$ cat src/rtl/beam_trigger_ctrl.sv
module beam_trigger_ctrl #(
  parameter int TS_W      = 48,
  parameter int EVT_W     = 15,
  parameter int VETO_W    = 16,
  parameter int DEPTH     = 8,
  parameter int AFULL_LVL = 6,
  parameter int LEN_W     = 8,
  parameter int PULSE_DEF = 4
) (
  input  logic              clk,
  input  logic              rst,
  input  logic [3:0]        pmt_in,
  input  logic [3:0]        pmt_mask,
  input  logic [1:0]        mode,
  input  logic [LEN_W-1:0]  pulse_len,
  output logic              dut_trig,
  input  logic              dut_busy,
  input  logic              dut_clk,
  output logic              dut_data,
  input  logic              fifo_rd,
  output logic [TS_W-1:0]   fifo_ts,
  output logic [EVT_W-1:0]  fifo_evt,
  output logic              fifo_empty,
  output logic              fifo_afull,
  output logic [EVT_W-1:0]  evt_count,
  output logic [VETO_W-1:0] veto_count
);
  localparam int AW = $clog2(DEPTH);
  localparam int EW = TS_W + EVT_W;

  typedef enum logic [2:0] {S_IDLE, S_PULSE, S_WAIT, S_REL, S_SHIFT} st_t;
  st_t st;

  logic [TS_W-1:0]  ts;
  logic [LEN_W-1:0] cnt;
  logic [EVT_W-1:0] sh;
  logic             xfer;
  logic             ck1, ck2, ck3;
  logic [AW:0]      wp, rp;
  logic [EW-1:0]    mem [DEPTH];

  wire [AW:0] level   = wp - rp;
  wire        full    = level == (AW+1)'(DEPTH);
  wire        coinc   = (pmt_mask != 4'd0) && ((pmt_in & pmt_mask) == pmt_mask);
  wire        blk_bsy = (mode != 2'd0) && dut_busy;
  wire        issue   = (st == S_IDLE) && coinc && !full && !ck2 && !blk_bsy;
  wire        ck_rise = ck2 && !ck3;
  wire        pop     = fifo_rd && !fifo_empty;
  wire [LEN_W-1:0] len_eff = (pulse_len == '0) ? LEN_W'(PULSE_DEF) : pulse_len;

  assign dut_trig   = (st == S_PULSE) || (st == S_WAIT);
  assign dut_data   = (st == S_SHIFT) && sh[0];
  assign fifo_empty = level == '0;
  assign fifo_afull = level >= (AW+1)'(AFULL_LVL);
  assign {fifo_ts, fifo_evt} = mem[rp[AW-1:0]];

  always_ff @(posedge clk) begin
    if (rst) {ck1, ck2, ck3} <= '0;
    else     {ck1, ck2, ck3} <= {dut_clk, ck1, ck2};
  end

  always_ff @(posedge clk) begin
    if (rst) begin
      ts <= '0; evt_count <= '0; veto_count <= '0;
    end else begin
      ts <= ts + 1'b1;
      if (issue) evt_count <= evt_count + 1'b1;
      if (coinc && !issue) veto_count <= veto_count + 1'b1;
    end
  end

  always_ff @(posedge clk) begin
    if (rst) begin
      wp <= '0; rp <= '0;
    end else begin
      if (issue) begin
        mem[wp[AW-1:0]] <= {ts, evt_count};
        wp <= wp + 1'b1;
      end
      if (pop) rp <= rp + 1'b1;
    end
  end

  always_ff @(posedge clk) begin
    if (rst) begin
      st <= S_IDLE; cnt <= '0; sh <= '0; xfer <= 1'b0;
    end else begin
      case (st)
        S_IDLE: if (issue) begin
          sh   <= evt_count;
          xfer <= (mode == 2'd2);
          cnt  <= len_eff - 1'b1;
          st   <= (mode == 2'd0) ? S_PULSE : S_WAIT;
        end
        S_PULSE: begin
          if (cnt == '0) st <= S_IDLE;
          else           cnt <= cnt - 1'b1;
        end
        S_WAIT:  if (dut_busy) st <= xfer ? S_SHIFT : S_REL;
        S_REL:   if (!dut_busy) st <= S_IDLE;
        S_SHIFT: begin
          if (!dut_busy)    st <= S_IDLE;
          else if (ck_rise) sh <= sh >> 1;
        end
        default: st <= S_IDLE;
      endcase
    end
  end

  assert_trig_rise_unvetoed_R5: assert property (@(posedge clk) disable iff (rst)
    $rose(dut_trig) |-> !$past(ck2));
  assert_trig_rise_stored_R6: assert property (@(posedge clk) disable iff (rst)
    $rose(dut_trig) |-> !fifo_empty);
  assert_evt_step_R7: assert property (@(posedge clk) disable iff (rst)
    $rose(dut_trig) |-> evt_count == $past(evt_count) + 1'b1);
  assert_fifo_bound_R9: assert property (@(posedge clk) disable iff (rst)
    level <= (AW+1)'(DEPTH));
  assert_released_low_R3: assert property (@(posedge clk) disable iff (rst)
    (st == S_REL) |-> !dut_trig);
  assert_shift_trig_low_R4: assert property (@(posedge clk) disable iff (rst)
    (st == S_SHIFT) |-> !dut_trig);
endmodule

$ cat config.mk
export PLATFORM = sky130hd
export DESIGN_NAME = beam_trigger_ctrl
export DESIGN_NICKNAME = d
export VERILOG_FILES = /design/src/rtl/beam_trigger_ctrl.sv
export SDC_FILE = /design/constraint.sdc
export NUM_CORES = 1
export LEC_CHECK = 0
export ABC_AREA = 0
export BUFFER_PORTS_ARGS = -buffer_cell sky130_fd_sc_hd__buf_2
export CORE_MARGIN = 10
export CORE_UTILIZATION = 53
export CTS_BUF_LIST = sky130_fd_sc_hd__clkbuf_8
export CTS_CLUSTER_SIZE = 28
export DETAILED_ROUTE_END_ITERATION = 10
export HOLD_SLACK_MARGIN = 0.02
export PLACE_DENSITY = 0.7
export SETUP_SLACK_MARGIN = 0.02
export SLEW_MARGIN = 40
export SYNTH_ARGS = -nofsm -noshare
export SYNTH_HDL_FRONTEND = slang
export SYNTH_SLANG_ARGS = --single-unit
$ cat constraint.sdc
create_clock -name clk -period 11.1 [get_ports clk]
set_input_delay 2.22 -clock clk [delete_from_list [all_inputs] [get_ports clk]]
set_output_delay 2.22 -clock clk [all_outputs]
set_load 0.005 [all_outputs]
==> results of run 1 <==
==> cells by family (layout without fill, tap and decap cells) <==
group | after synthesis | in the layout | share of synthesized area [%]
DFF | 624 | 624 | 71.09
xor gates and xnor gates | 61 | 61 | 2.166
adders and majority gates | 10 | 10 | 0.5377
muxes | 207 | 207 | 15.11
and+or+nand+nor | 313 | 313 | 6.528
AOI/OAI and AO/OA | 118 | 118 | 3.064
buffers and inverters | 93 | 347 | 1.501
==> critical path, delay by kind of cell <==
kind                   cells  cell delay, ns
AOI/OAI and AO/OA          1            0.63
buffers and inverters      2            0.83
and+or+nand+nor            5            2.34
==> cell type report <==
class	count	share of cell area, %
Multi-Input combinational cell	709	24.39
Clock buffer	112	5.501
Inverter	22	0.2947
Clock inverter	73	1.429
Tap cell	600	2.679
Sequential cell	624	62.62
Timing Repair Buffer	140	3.085
==> layer usage <==
layer  GRT usage (%)  up-vias  wire length, um
li1                -     5996                -
met3           3.987       85             2835
met5               0        -               13
met2           29.25      341            24550
met1           22.41     6688            20500
met4           5.907        2              939
==> sequential cells by signal (all words and copies together) (netlist names), named ones only <==
register,flops
rp,4
ts,48
mem,504
cnt,8
sh,15
ck1,1
xfer,1
ck2,1
evt_count,15
wp,4
st,3
ck3,1
veto_count,16
==> where the power goes <==
part	total, mW	internal [mW]	switching [mW]
Sequential	2.58	2.54	0.0381
Clock	1.87	0.998	0.875
Combinational	0.881	0.456	0.425
Total	5.34	4.00	1.34
==> final timing paths <==
path	from	to	slack [ns]	cells past startpoint
worst max register to register	wp[0]	mem[6][32]	6.72	12
worst min register to register	ck1	ck2	0.44	1
worst max-delay path	pmt_mask[3]	mem[6][32]	5.30	8
worst min-delay path	ck1	ck2	0.44	1
==> layout by cell type (no fill, tap or decap), types with 25 or more instances in the layout <==
cell type / n
edfxtp_1: 504
mux4_2: 126
buf_2: 119
dfxtp_1: 117
clkbuf_8: 113
nor2_1: 96
mux2_2: 63
inv_1: 60
xnor2_1: 42
a21oi_1: 40
nand2_1: 39
o21ai_0: 31
nor3_1: 26
nand3_1: 26
or3_1: 25
==> impl_metrics.tcl, run 1 <==
set metrics [dict create \
    clk_latency_ns 0.68 \
    clock.fmax_mhz 172.4 \
    dpl.hpwl_um 27580 \
    final_nets 1629 \
    synth_top_cell_area_share_pct 61.35 \
    p_leak_nw 9.246 \
    clock-skew-final_ns 0.04182 \
    yosysMostFrequentCell "edfxtp_1" \
    p_total_mw 5.336 \
    synth-seq-cells 624 \
    worst_slack_ns 5.300 \
    p_per_area_nw_per_um2 190.4 \
    cpMaxStageDelayCell "buf_4" \
    n_antenna_cell 0 \
    numCtsBuffers 99 \
    worst_pin_slew_ns 0.8289 \
    coreArea_um2 45670 \
    vias 13110 \
    synth_flop_cell "edfxtp_1" \
    core.rowCount 78 \
    synth_nets 1459 \
    pre_cts_ws_ns 4.595 \
    wl_per_cell_um 21.42 \
    max_stage_delay_ns 0.73 \
    dp.cells 2091 \
    fin_area_um2 28020 \
    ys_types 59 \
    start_util_pct 54.01 \
    hold_violations 0 \
    status "complete, no violations" \
    cts_resized 0 \
    cp_common_cell "nand3b_1" \
    worst-endpoint-arrival_ns 6.07 \
    cts.sinks 624 \
    synth.area.top_cells "edfxtp_1 61%, mux4_2 12%, dfxtp_1 9.7%" \
    synthArstFlopShare_pct 0 \
    yosys.area.top_type "edfxtp_1" \
    final_util_pct 61.35 \
    whs_ns 0.4390 \
    grt_max_degree 95 \
    synth_common_cells "504 x edfxtp_1, 126 x mux4_2, 120 x dfxtp_1" \
    synth-edff-count 504 \
    rsz0062_at_grt "false" \
    maxSlewViolCount 0 \
    grt_pass1_wl_um 77920 \
    maxCapViolCount 0 \
    grt_pass1_vias 13760 \
    cp.required_ns 11.37 \
    path_cells "buf_2 > nor2b_1 > a2111oi_0 > nand3b_1 > nor2_2 > nand3b_1 > nor2_4 > buf_4" \
    crit_fanout 49 \
    fp.dieW_um 235.7 \
    io_buffers 120 \
    dr.pass1.iters 5 \
    wl_um 48840 \
    dieArea_um2 55570 \
    clockBufferDepth 3 \
    placed_area_um2 26010 \
    crit_path_end_kind "flop" \
    antenna_found_initial 1 \
    drc 0 \
    period_minus_slack_ns 5.800 \
    overflow 0 \
    slew_headroom_pct 44.23 \
    area.sequential_um2 17550 \
    ys_warn_count 0 \
    cts-root-buf "clkbuf_8" \
    hold_class "flop to flop" \
    gp_congestion 0.8150 \
    final_cells 2280 \
    multi_input_area_um2 6834 \
    cts_max_level 3 \
    via_per_inst 5.751 \
    seq_area_frac_synth_pct 71.09 \
    drive_above_1_share_pct 28.87 \
    postCtsHoldBufs 0 \
    tritoncts "yes" \
    post-cts-setup-buffers 0 \
    peakVddDrop_mv 0.1373 \
    post-route-period-util_pct 52.25 \
    setup.worst_path.start_class "primary input" \
    ant_nets 0 \
    syn_inst 1426 \
    pin_count 121 \
    syn2layout_area_growth_pct 13.60 \
    die_y_um 235.7 \
    nFillCells 3349 \
    path_clk_slew_ns 0.06 \
    avgSynthCellArea_um2 17.30 \
    drtIter0Drc 902 \
    setup_viol_count_final 0 \
    globalRouteTotalUtil_pct 17.57 \
    synth_area_um2 24670 \
    path_class "primary input to flop" \
    setup-tns-final_ns 0 \
]
No activity file was read; power rests on OpenSTA's default activity.
==> inputs of run 2 (changes only) <==
--- a/config.mk
+++ b/config.mk
@@ -13,7 +13,7 @@
 export CTS_CLUSTER_SIZE = 28
 export DETAILED_ROUTE_END_ITERATION = 10
 export HOLD_SLACK_MARGIN = 0.02
-export PLACE_DENSITY = 0.7
+export PLACE_DENSITY = 0.73
 export SETUP_SLACK_MARGIN = 0.02
 export SLEW_MARGIN = 40
 export SYNTH_ARGS = -nofsm -noshare
==> constraint.sdc (replaced) <==
create_clock -name clk -period 4.9 [get_ports clk]
set_input_delay 0.98 -clock clk [delete_from_list [all_inputs] [get_ports clk]]
set_output_delay 0.98 -clock clk [all_outputs]
set_load 0.005 [all_outputs]
==> impl_metrics.tcl, run 2 (synthesis results as in run 1) <==
set metrics [dict create \
    status "complete, no violations" \
    max_stage_delay_ns 0.56 \
    fp.dieW_um 235.7 \
    period_minus_slack_ns 3.868 \
    cp_common_cell "inv_1" \
    cp.required_ns 3.92 \
    peakVddDrop_mv 0.2299 \
    die_y_um 235.7 \
    p_per_area_nw_per_um2 428.0 \
    dpl.hpwl_um 27340 \
    core.rowCount 78 \
    grt_pass1_wl_um 76680 \
    clock.fmax_mhz 258.5 \
    setup_viol_count_final 0 \
    rsz0062_at_grt "false" \
    final_cells 2273 \
    hold_violations 0 \
    dieArea_um2 55570 \
    io_buffers 120 \
    worst-endpoint-arrival_ns 2.89 \
    drc 0 \
    path_cells "inv_1 > ha_1 > inv_1 > fa_1 > or3b_1 > nor2_1 > buf_2" \
    tritoncts "yes" \
    globalRouteTotalUtil_pct 17.18 \
    path_clk_slew_ns 0.06 \
    whs_ns 0.4378 \
    post-cts-setup-buffers 0 \
    ant_nets 0 \
    vias 13090 \
    post-route-period-util_pct 78.94 \
    drtIter0Drc 1017 \
    antenna_found_initial 1 \
    via_per_inst 5.759 \
    crit_fanout 8 \
    start_util_pct 54.01 \
    setup.worst_path.start_class "flop" \
    wl_um 47750 \
    holdPathStages 1 \
    final_util_pct 61.39 \
    cts_resized 0 \
    maxSlewViolCount 0 \
    final_cell_mix "504 x edfxtp_1, 126 x mux4_2, 119 x buf_2" \
    cts_max_level 3 \
    clk_latency_ns 0.66 \
    n_antenna_cell 0 \
    reg2reg_from "wp[0]" \
    worst_pin_slew_ns 0.8815 \
    numCtsBuffers 95 \
    p_leak_nw 9.245 \
    overflow 0 \
    cts-root-buf "clkbuf_8" \
    hold_class "flop to flop" \
    wl_per_cell_um 21.01 \
    cpMaxStageDelayCell "dfxtp_1" \
    syn2layout_area_growth_pct 13.67 \
    final_nets 1624 \
    r2r_setup_slack_ns 1.06 \
    r2r_cells 12 \
    crit_path_end_kind "primary output" \
    dr.pass1.iters 5 \
    grt_max_degree 78 \
    hold_end "ck2" \
    critPathTopFamily "simple AND/OR/NAND/NOR gates" \
    largest_reg_flops 504 \
    gp_congestion 0.8343 \
    pin_count 121 \
    slew_headroom_pct 41.09 \
    path_buf_inv 3 \
    maxCapViolCount 0 \
    coreArea_um2 45670 \
    final_common_cell "edfxtp_1" \
    grt_pass1_vias 13630 \
    dp.cells 2093 \
    path_class "flop to primary output" \
    hold_start "ck1" \
    clockBufferDepth 3 \
    p_total_mw 12.00 \
    clock-skew-final_ns 0.02853 \
    cts.sinks 624 \
    r2r-end "mem[4][46]" \
    drive_above_1_share_pct 28.57 \
    postCtsHoldBufs 0 \
]
[run 2: worst max-delay path by stage]
stage / cells past startpoint / end / startpoint / slack (ns)
after floorplan: 7 / mem[2][0] / pmt_mask[3] / -0.74
after global placement: 9 / mem[4][42] / pmt_mask[3] / 0.80
after detailed placement: 9 / mem[4][51] / pmt_mask[3] / 0.77
after CTS: 4 / fifo_ts[23] / flop / 0.90
after global routing: 12 / mem[4][46] / wp[0] / 0.83
final: 7 / fifo_empty / wp[0] / 1.03
[run 2: where the power goes]
part | switching, mW | total [mW] | internal, mW
combinational | 0.903 | 1.93 | 1.03
sequential | 0.153 | 5.92 | 5.76
clock | 1.92 | 4.16 | 2.23
total | 2.98 | 12.0 | 9.03
[run 2: through the flow]
step / instance area, um2 / setup WS (ns) / setup TNS [ns]
global placement: 26070 / 0.8043 / 0
detailed placement: 26120 / 0.7678 / 0
floorplan: 24680 / -0.7439 / -277.36
CTS: 28030 / 0.9037 / 0
global route: 28040 / 0.8252 / 0
finish: 28040 / 1.032 / 0
[run 2: cell type report]
type	instances	area [um2]
well taps	600	750.7
fillers	3319	17630
flip-flops and latches	624	17550
repair buffers	139	912.1
inverters	22	82.58
clock buffers	111	1528
multi-input cells	709	6842
clock inverters	68	377.9
[run 2: layer usage]
layer,routed length (um),global-route usage (%),vias to the layer above
met3,2871,3.730,64
li1,-,-,5996
met5,7,0,-
met4,821,5.501,2
met2,24150,28.77,343
met1,19900,21.97,6685
